==> src/rtl/pwl_pkg.sv <==
package pwl_pkg;

    // Phase of the pulse-width measurement
    typedef enum logic [1:0] {
        PH_IDLE = 2'd0,   // line high, no pulse pending
        PH_LOW  = 2'd1,   // line low, accumulating low ticks
        PH_GAP  = 2'd2    // line high after a low, not yet long enough to close the pulse
    } phase_e;

endpackage

==> src/rtl/pwl_sync.sv <==
module pwl_sync #(
    parameter int  STAGES   = 2,
    parameter logic IDLE_VAL = 1'b1
) (
    input  logic clk,
    input  logic rst_n,
    input  logic clr_i,
    input  logic din_i,
    output logic lvl_o
);

    logic [STAGES-1:0] chain_d, chain_q;

    always_comb begin
        chain_d = {chain_q[STAGES-2:0], din_i};
        if (clr_i) begin
            chain_d = {STAGES{IDLE_VAL}};
        end
    end

    always_ff @(posedge clk or negedge rst_n) begin
        if (!rst_n) begin
            chain_q <= {STAGES{IDLE_VAL}};
        end else begin
            chain_q <= chain_d;
        end
    end

    assign lvl_o = chain_q[STAGES-1];

endmodule

==> src/rtl/pwl_tick.sv <==
module pwl_tick #(
    parameter int DIV = 100
) (
    input  logic clk,
    input  logic rst_n,
    input  logic clr_i,
    input  logic lvl_i,
    output logic tick_o
);

    localparam int PW = (DIV > 1) ? $clog2(DIV) : 1;

    typedef struct packed {
        logic          prev;
        logic [PW-1:0] pre;
    } tick_s;

    tick_s         s_d, s_q;
    logic [PW-1:0] base;

    // The cycle in which the line changes counts as the first clock of the new level
    always_comb begin
        s_d      = s_q;
        base     = (lvl_i != s_q.prev) ? '0 : s_q.pre;
        tick_o   = (base == PW'(DIV - 1));
        s_d.prev = lvl_i;
        s_d.pre  = tick_o ? '0 : base + PW'(1);
        if (clr_i) begin
            s_d.prev = 1'b1;
            s_d.pre  = '0;
        end
    end

    always_ff @(posedge clk or negedge rst_n) begin
        if (!rst_n) begin
            s_q <= '{prev: 1'b1, pre: '0};
        end else begin
            s_q <= s_d;
        end
    end

    // Ticks are never back to back when the divider exceeds one
    assert_tick_spacing_R2: assert property (@(posedge clk) disable iff (!rst_n)
        (tick_o && (DIV > 1)) |=> !tick_o);

endmodule

==> src/rtl/pwl_width.sv <==
module pwl_width
    import pwl_pkg::*;
#(
    parameter int ONE_MIN  = 15,
    parameter int ONE_MAX  = 45,
    parameter int ZERO_MIN = 90,
    parameter int ZERO_MAX = 120,
    parameter int LOAD_AT  = 215,
    parameter int GAP_MIN  = 3
) (
    input  logic clk,
    input  logic rst_n,
    input  logic clr_i,
    input  logic lvl_i,
    input  logic tick_i,
    output logic bit_vld_o,
    output logic bit_val_o,
    output logic load_o
);

    localparam int LW = $clog2(LOAD_AT + 1);
    localparam int HW = $clog2(GAP_MIN + 1);

    typedef struct packed {
        phase_e        phase;
        logic [LW-1:0] lowcnt;
        logic [HW-1:0] hicnt;
    } width_s;

    width_s        s_d, s_q;
    logic [LW-1:0] lbase, lnext;
    logic [HW-1:0] hbase, hnext;
    logic          is_one, is_zero;

    assign is_one  = (s_q.lowcnt >= LW'(ONE_MIN))  && (s_q.lowcnt <= LW'(ONE_MAX));
    assign is_zero = (s_q.lowcnt >= LW'(ZERO_MIN)) && (s_q.lowcnt <= LW'(ZERO_MAX));

    always_comb begin
        s_d       = s_q;
        bit_vld_o = 1'b0;
        bit_val_o = 1'b0;
        load_o    = 1'b0;
        lbase     = (s_q.phase == PH_IDLE) ? '0 : s_q.lowcnt;
        lnext     = lbase;
        hbase     = (s_q.phase == PH_LOW) ? '0 : s_q.hicnt;
        hnext     = hbase;

        if (!lvl_i) begin
            // Low: start or continue the pulse; a short high gap merges in
            if (tick_i && (lbase < LW'(LOAD_AT))) begin
                lnext  = lbase + LW'(1);
                load_o = (lnext == LW'(LOAD_AT));
            end
            s_d.phase  = PH_LOW;
            s_d.lowcnt = lnext;
            s_d.hicnt  = '0;
        end else if (s_q.phase != PH_IDLE) begin
            // High after a low: close the pulse once the gap is long enough
            if (tick_i) begin
                hnext = hbase + HW'(1);
            end
            if (hnext >= HW'(GAP_MIN)) begin
                bit_vld_o  = is_one || is_zero;
                bit_val_o  = is_one;
                s_d.phase  = PH_IDLE;
                s_d.lowcnt = '0;
                s_d.hicnt  = '0;
            end else begin
                s_d.phase = PH_GAP;
                s_d.hicnt = hnext;
            end
        end

        if (clr_i) begin
            s_d       = '{phase: PH_IDLE, lowcnt: '0, hicnt: '0};
            bit_vld_o = 1'b0;
            bit_val_o = 1'b0;
            load_o    = 1'b0;
        end
    end

    always_ff @(posedge clk or negedge rst_n) begin
        if (!rst_n) begin
            s_q <= '{phase: PH_IDLE, lowcnt: '0, hicnt: '0};
        end else begin
            s_q <= s_d;
        end
    end

    // Low-time counter saturates at the commit threshold
    assert_sat_R6: assert property (@(posedge clk) disable iff (!rst_n)
        s_q.lowcnt <= LW'(LOAD_AT));

    // Commit request lasts a single cycle per pulse
    assert_load_once_R7: assert property (@(posedge clk) disable iff (!rst_n)
        load_o |=> !load_o);

    // A low after a short gap resumes the same pulse without losing ticks
    assert_merge_R9: assert property (@(posedge clk) disable iff (!rst_n)
        (s_q.phase == PH_GAP && !lvl_i && !clr_i) |=>
            (s_q.phase == PH_LOW && s_q.lowcnt >= $past(s_q.lowcnt)));

    // Bits are only released while the line is high after a pulse
    assert_bit_at_gap_R3: assert property (@(posedge clk) disable iff (!rst_n)
        bit_vld_o |-> (lvl_i && s_q.phase != PH_IDLE));

endmodule

==> src/rtl/pwl_level.sv <==
module pwl_level #(
    parameter int W = 5
) (
    input  logic         clk,
    input  logic         rst_n,
    input  logic         clr_i,
    input  logic         bit_vld_i,
    input  logic         bit_val_i,
    input  logic         load_i,
    output logic [W-1:0] level_o,
    output logic         upd_o
);

    typedef struct packed {
        logic [W-1:0] sh;
        logic [W-1:0] level;
        logic         upd;
    } level_s;

    level_s s_d, s_q;

    always_comb begin
        s_d     = s_q;
        s_d.upd = 1'b0;
        if (bit_vld_i) begin
            s_d.sh = {s_q.sh[W-2:0], bit_val_i};
        end
        if (load_i) begin
            s_d.level = s_q.sh;
            s_d.upd   = 1'b1;
        end
        if (clr_i) begin
            s_d = '0;
        end
    end

    always_ff @(posedge clk or negedge rst_n) begin
        if (!rst_n) begin
            s_q <= '0;
        end else begin
            s_q <= s_d;
        end
    end

    assign level_o = s_q.level;
    assign upd_o   = s_q.upd;

    assert_clear_R1: assert property (@(posedge clk) disable iff (!rst_n)
        clr_i |=> (s_q.level == '0 && !s_q.upd));

    assert_upd_pulse_R7: assert property (@(posedge clk) disable iff (!rst_n)
        s_q.upd |=> !s_q.upd);

    assert_level_hold_R10: assert property (@(posedge clk) disable iff (!rst_n)
        !$stable(s_q.level) |-> (s_q.upd || $past(clr_i)));

    // A commit never coincides with a bit arriving
    assert_excl_R6: assert property (@(posedge clk) disable iff (!rst_n)
        !(load_i && bit_vld_i));

endmodule

==> src/rtl/pwl_decoder.sv <==
module pwl_decoder #(
    parameter int CLK_PER_US  = 100,
    parameter int SYNC_STAGES = 2,
    parameter int LEVEL_W     = 5,
    parameter int ONE_MIN_US  = 15,
    parameter int ONE_MAX_US  = 45,
    parameter int ZERO_MIN_US = 90,
    parameter int ZERO_MAX_US = 120,
    parameter int LOAD_US     = 215,
    parameter int GAP_MIN_US  = 3
) (
    input  logic               clk,
    input  logic               rst_n,
    input  logic               en,
    input  logic               brownout,
    input  logic               sdin,
    output logic [LEVEL_W-1:0] level,
    output logic               level_upd
);

    logic clr;
    logic lvl;
    logic tick;
    logic bit_vld, bit_val, load;

    assign clr = !en || brownout;

    pwl_sync #(
        .STAGES   (SYNC_STAGES),
        .IDLE_VAL (1'b1)
    ) u_sync (
        .clk   (clk),
        .rst_n (rst_n),
        .clr_i (clr),
        .din_i (sdin),
        .lvl_o (lvl)
    );

    pwl_tick #(
        .DIV (CLK_PER_US)
    ) u_tick (
        .clk    (clk),
        .rst_n  (rst_n),
        .clr_i  (clr),
        .lvl_i  (lvl),
        .tick_o (tick)
    );

    pwl_width #(
        .ONE_MIN  (ONE_MIN_US),
        .ONE_MAX  (ONE_MAX_US),
        .ZERO_MIN (ZERO_MIN_US),
        .ZERO_MAX (ZERO_MAX_US),
        .LOAD_AT  (LOAD_US),
        .GAP_MIN  (GAP_MIN_US)
    ) u_width (
        .clk       (clk),
        .rst_n     (rst_n),
        .clr_i     (clr),
        .lvl_i     (lvl),
        .tick_i    (tick),
        .bit_vld_o (bit_vld),
        .bit_val_o (bit_val),
        .load_o    (load)
    );

    pwl_level #(
        .W (LEVEL_W)
    ) u_level (
        .clk       (clk),
        .rst_n     (rst_n),
        .clr_i     (clr),
        .bit_vld_i (bit_vld),
        .bit_val_i (bit_val),
        .load_i    (load),
        .level_o   (level),
        .upd_o     (level_upd)
    );

endmodule

==> config.mk <==
export PLATFORM = sky130hd
export DESIGN_NAME = pwl_decoder
export DESIGN_NICKNAME = d
export VERILOG_FILES = /design/src/rtl/pwl_pkg.sv /design/src/rtl/pwl_sync.sv /design/src/rtl/pwl_tick.sv /design/src/rtl/pwl_width.sv /design/src/rtl/pwl_level.sv /design/src/rtl/pwl_decoder.sv
export SDC_FILE = /design/constraint.sdc
export NUM_CORES = 1
export LEC_CHECK = 0
export ABC_AREA = 1
export BUFFER_PORTS_ARGS = -buffer_cell sky130_fd_sc_hd__buf_2
export CAP_MARGIN = 20
export CORE_AREA = 2 2 82 53
export CTS_CLUSTER_DIAMETER = 30
export DETAILED_ROUTE_END_ITERATION = 16
export DIE_AREA = 0 0 84 55
export GPL_TIMING_DRIVEN = 0
export HOLD_SLACK_MARGIN = 0.15
export PLACE_DENSITY = 0.73
export SLEW_MARGIN = 20
export SYNTH_ARGS = -nofsm -noshare
export SYNTH_HDL_FRONTEND = slang
export SYNTH_SLANG_ARGS = --single-unit
==> constraint.sdc <==
create_clock -name clk -period 1.92 [get_ports clk]
set_input_delay 0.576 -clock clk [delete_from_list [all_inputs] [get_ports clk]]
set_output_delay 0.576 -clock clk [all_outputs]
set_load 0.05 [all_outputs]
**Word-level counts from Yosys, hierarchy flattened**

Cells that the tools add are included.

- Bits in registers: 33
- Latch bits: 0
- Memory bits (read-only): 0
- Memories: 0
- Bits of input ports: 5
- RAM bits: 0
- Output and inout bits: 6

- Eq/ne operators: 6
- $mul: 0
- Multiplexer cells: 29
- Bitwise operators: 0
- Shift operators: 0
- $add $sub $neg: 3
- Magnitude comparators: 6
- Divide/modulo/power cells: 0
- Reduce and logical (&&, ||, !) cells: 11

Operators by type and width:

| operator | count |
|---|---|
| $mux W12 | 3 |
| $mux W8 | 4 |
| $mux W2 | 7 |
| $mux W7 | 2 |
| $mux W11 | 1 |
| $mux W1 | 10 |
| $add A8 B1 Y8 const B | 1 |
| $eq A8 B8 Y1 const B | 1 |
| $ge A8 B4 Y1 const B | 1 |
| $ge A8 B7 Y1 const B | 1 |
| $le A8 B6 Y1 const B | 1 |
| $le A8 B7 Y1 const B | 1 |
| $lt A8 B8 Y1 const B | 1 |
| $add A7 B1 Y7 const B | 1 |
| $eq A7 B7 Y1 const B | 1 |
| $mux W6 | 1 |
| $ne A3 B2 Y1 const B | 2 |
| $reduce_bool A2 Y1 | 3 |
| $mux W5 | 1 |
| $logic_and A1 B1 Y1 | 3 |
| $add A2 B1 Y2 const B | 1 |
| $eq A2 B1 Y1 const B | 1 |
| $ge A2 B2 Y1 const B | 1 |
| $logic_not A2 Y1 | 1 |
| 4 further kinds | 5 |

**Depth between registers and ports, before layout**

- Depth in word-level cells: 13
- Mapped depth: 13
- Gate-level depth less buffers: 13

**Cells and area by module**

From an unflattened synthesis, not the netlist that was laid out.

- Cells, all modules: 280
- Area, all modules: 2060.7 sq um

Modules (own cells, without submodules):

| module | cells each | seq. area each (sq um) | area each (sq um) | times used |
|---|---|---|---|---|
| pwl_width | 162 | 300.3 | 1009.7 | 1 |
| pwl_tick | 58 | 201.4 | 515.5 | 1 |
| pwl_level | 51 | 275.3 | 456.7 | 1 |
| pwl_sync | 7 | 52.6 | 71.3 | 1 |
| pwl_decoder | 2 | 0.0 | 7.5 | 1 |

**Worst setup path after synthesis**

OpenSTA, ideal clock, no wires.

- Path type: flip-flop to flip-flop
- Start: register u_sync.chain_q[1]
- End: register u_level.s_q, in the netlist u_level.level_o[0]
- Arrival: 1.851 ns
- Data required time: 1.803 ns
- Buffers on the path: 0
- Slack: -0.048 ns
- Cell stages (with the launch flop): 11
- Cells stage by stage: dfstp_2 -> xor2_2 -> nor2_1 -> ha_1 -> nand4_1 -> nor2_2 -> nand2_4 -> nor2_4 -> nand3_2 -> nand3_1 -> nand2_1

- Cells in the longest elaborated chain, start to end: 8

RTL lines:

| item | line | text |
|---|---|---|
| start, declared | pwl_sync.sv:12 | `logic [STAGES-1:0] chain_d, chain_q;` |
| start signal, assigned | pwl_sync.sv:23 | `chain_q <= {STAGES{IDLE_VAL}};` |
| start signal, assigned | pwl_sync.sv:25 | `chain_q <= chain_d;` |
| $ne A1 B1 Y1 | pwl_tick.sv:24 | `base = (lvl_i != s_q.prev) ? '0 : s_q.pre;` |
| $mux W7 | pwl_tick.sv:24 |  |
| $eq A7 B7 Y1 | pwl_tick.sv:25 | `tick_o = (base == PW'(DIV - 1));` |
| $logic_and A1 B1 Y1 | pwl_width.sv:50 | `if (tick_i && (lbase < LW'(LOAD_AT))) begin` |
| $mux W1 | pwl_width.sv:50 |  |
| $mux W1 (*) | pwl_width.sv:48 | `if (!lvl_i) begin` |
| $mux W1 (*) | pwl_width.sv:74 | `if (clr_i) begin` |
| $reduce_bool A2 Y1 (no line) (*) | n/a |  |
| end signal, assigned | pwl_level.sv:39 | `s_q <= '0;` |
| end signal, assigned | pwl_level.sv:41 | `s_q <= s_d;` |
| end, declared | pwl_level.sv:20 | `level_s s_d, s_q;` |

Mark *: on every way between the ends. The rest lies on a longest branch, timed or not.
A chain may end at the register's enable or synchronous reset.

**Final worst setup path**

- Start: register u_sync.chain_q[1]
- End: register u_width.s_q[7] (netlist bit)

- Cells in the longest elaborated chain, start to end: 9
- Elaborated cells between the ends (all ways): 14

RTL lines:

| item | line | text |
|---|---|---|
| $ne A1 B1 Y1 | pwl_tick.sv:24 |  |
| $mux W7 | pwl_tick.sv:24 |  |
| $eq A7 B7 Y1 | pwl_tick.sv:25 |  |
| $mux W2 | pwl_width.sv:59 | `if (tick_i) begin` |
| $mux W2 | pwl_width.sv:57 | `end else if (s_q.phase != PH_IDLE) begin` |
| $mux W2 | pwl_width.sv:48 |  |
| $ge A2 B2 Y1 | pwl_width.sv:62 | `if (hnext >= HW'(GAP_MIN)) begin` |
| $ne A3 B2 Y1 (no line) | n/a |  |
| $reduce_and A2 Y1 (no line) | n/a |  |
| end signal, assigned | pwl_width.sv:84 | `s_q <= '{phase: PH_IDLE, lowcnt: '0, hicnt: '0};` |
| end, declared | pwl_width.sv:30 | `width_s s_d, s_q;` |

Several ways; a longest one is shown, not always the timed one. The select of a mux whose other input is x is not followed.

==> results.txt <==
Status: finished with violations
Failing checks: setup timing
Worst flop-to-flop path startpoint: u_sync.chain_q[1]
Main combinational cell family by area after synthesis: simple AND/OR/NAND/NOR gates
Max H-tree Level: 2
CP Data Required Time: 2140 ps
Post-synthesis xor/xnor area fraction: 2.90%
Synth Area per Inst: 7.54 um^2
Reg2reg end: u_width.s_q[7]
Final setup viols: 21
Sequential power share: 45.3%
Clock-pin slew on the worst setup and hold paths: 70 ps
I/O Buffers: 10
HPWL Detailed: 3280 um
DR WL met3: 246 um
WL met2: 2170 um
Post-CTS Hold Fix Bufs: 0
Final Max Slew Viols: 0
Max Buffers Root-to-Sink: 2
Met1 wire length: 2260 um
Clock sink count: 33
Synth Area in Adders: 1.85%
Final Cell Area: 2510 um^2
Starting DRT DRC Count: 114
Least-Margin Pin Slew: 731 ps
Total wire length: 4760 um
Hold WS: 336 ps
First-pass GRT wire length: 7960 um
Tmin final: 2060 ps
Leakage Power: 1.19 nW
Total gr overflow: 0
Number of global-route vias before repair: 1739
Clk root buf: clkbuf_8
Top Ports: 11
Die width: 84 um
Power Total: 1.55 mW
Setup TNS: -2090 ps
Commonest non-fill, non-tap cell in the layout: nand2_1
Critical Path Start Type: register
Worst Setup End Kind: register
Setup Crit Path Kind: reg -> reg
VDD IR max: 0.000383 V
Initial antenna violation count: 0
Yosys top cell area share: 37.0%
Synth cell types: 31
Reg2Reg Depth: 12
WP data arrival: 2270 ps
Net Sw Power: 0.319 mW
Initial DRT Pass Iterations: 5
Gr usage total: 22.7%
Die height: 55 um
TritonCTS Buffers: 5
CTS tree: done
Final period util: 107%
Fin Clk Skew: 6.46 ps
Avg WL per Cell: 13.6 um
Max Cap Viol: 0
Post-Synthesis Cell Area: 2030 um^2
Register area share after synthesis: 40.9%
Vias/cell: 5.33
Logic pwr share: 3.4%
Largest net degree at the start of global routing: 34
Share of layout cells above drive strength 1: 30.1%
# diodes: 0
Synth area leader: dfrtp_1
Synth area leaders: dfrtp_1 37%, nand2_1 11%, inv_1 7.2%, nand3_1 6.4%, nor2_1 5.4%
Multiplexer area fraction after synthesis: 0%
Peak fanout along the critical path: 7
Clk_lat worst skew: 290 ps
Rows: 18
Sw Share: 20.6%
Clock power share: 51.2%
Worst hold path class: in -> async
Slew margin rel.: 51.3%
DP Area: 2140 um^2
Final WS setup: -137 ps
Simple-gate share of the synthesized area: 33.5%
Highest routed layer: met4
Mapped Cells: 269
FMAX: 486 MHz
ANT nets after route: 0
Final nets: 306
Compound-Gate Fraction of Synth Area: 10.2%
Pint: 1.23 mW
GP Congestion: 0.914
# DRC: 0
Final hold violation count: 0
Core ar.: 3900 um^2
Area growth syn-to-layout: 23.8%
Die area: 4620 um^2
RSZ-0062 raised after global routing: yes
Final Util: 64.5%
Detailed-route via count: 1860
Commonest non-fill, non-tap cells in the layout: 55 x nand2_1, 39 x inv_1, 30 x dfrtp_1
Initial Util: 52.1%
Flop2flop setup slack: -140 ps
Syn_nets: 277
Number of synthesized register bits: 33
Yosys warns: 0
Pwr Density: 616 nW/um^2
per-stage QoR:
step / setup WS, ps / cells
final: -137 / 349
after global routing: -303 / 349
after CTS: -166 / 347
after detailed placement: -310 / 329
after global placement: -270 / 329
after floorplan: 1.11 / 269
area by class of cell:
type	instances	area (um^2)
sequential	33	830
multi-input combinational	187	1110
inverter	41	154
fill	326	1380
clock buffer	5	68.8
timing repair buffer	22	160
clock inverter	3	65.1
buffer	8	61.3
tap	50	62.6
power groups by stage:
| stage | Combinational [mW] | Sequential (mW) | Clock (mW) |
|---|---|---|---|
| global route | 0.0603 | 0.702 | 0.843 |
| global placement | 0.0480 | 0.715 | 0 |
| floorplan | 0.0234 | 0.715 | 0 |
| detailed placement | 0.0483 | 0.715 | 0 |
| CTS | 0.0523 | 0.701 | 0.801 |
| finish | 0.0529 | 0.702 | 0.793 |
synthesized netlist by cell type:
library cell  number
ha_1               3
xor2_1             2
o31ai_1            1
nor2_1            29
nand4_1            8
nand2_2            3
nand2_4            2
inv_1             39
nand3_1           26
dfstp_2            3
xnor2_2            1
nor3b_1            2
nor2_2             3
nand3_2            2
inv_2              2
dfrtp_1           30
xor2_2             1
buf_6              1
or2_2              2
o211ai_1           1
o22ai_1            1
o21ai_2            7
xnor2_1            1
nor2_4             4
buf_2              1
buf_4              6
o21ai_1            3
a21oi_1            8
nand2_1           61
o21ai_0           14
nor3_1             2
critical path, stage by stage (launching register included):
cell	delay, ps
dfstp_2	590
xor2_4	90
nor2_2	110
ha_2	210
nand4_1	110
buf_4	160
nor2_4	120
nand2_2	100
nand2_4	90
nor2_4	50
nand2_2	100
nand2_4	110
o21ai_2	140
layer usage:
| layer | GRT usage [%] | vias up |
|---|---|---|
| li1 | - | 912 |
| met1 | 29.5 | 892 |
| met2 | 38.5 | 45 |
| met3 | 5.04 | 11 |
| met4 | 8.33 | 0 |
| met5 | 0 | - |
logic make-up after synthesis:
| kind of cell | after synthesis |
|---|---|
| compound gates | 35 |
| xor+xnor | 5 |
| fa+ha+maj | 3 |
| buf+inv | 49 |
| flops | 33 |
| simple gates | 144 |
sequential cells by signal (all words and copies together), names as in the netlist:
name             flops
u_level.level_o      5
u_level.s_q          5
u_sync.chain_q       2
u_width.s_q         12
u_tick.s_q           8
u_level.upd_o        1
timing repair:
| action | 4_1_cts | 5_1_grt |
|---|---|---|
| pin swaps | 9 | 3 |
| resized for setup | 25 | 10 |
| setup buffers | 10 | 2 |
| setup endpoints to repair | 23 | 26 |
how the worst max path moves through the flow:
stage	start	end	slack [ps]	cells past startpoint
2_1_floorplan	u_sync.chain_q[1]	u_level.level_o[0]	1	10
3_3_place_gp	brownout	u_width.s_q[7]	-270	8
3_5_place_dp	u_sync.chain_q[1]	u_level.level_o[4]	-310	10
4_1_cts	u_sync.chain_q[1]	u_level.level_o[0]	-170	11
5_1_grt	u_sync.chain_q[1]	u_width.s_q[7]	-300	12
6_report	u_sync.chain_q[1]	u_width.s_q[7]	-140	12
(Power assumes the default switching activity.)
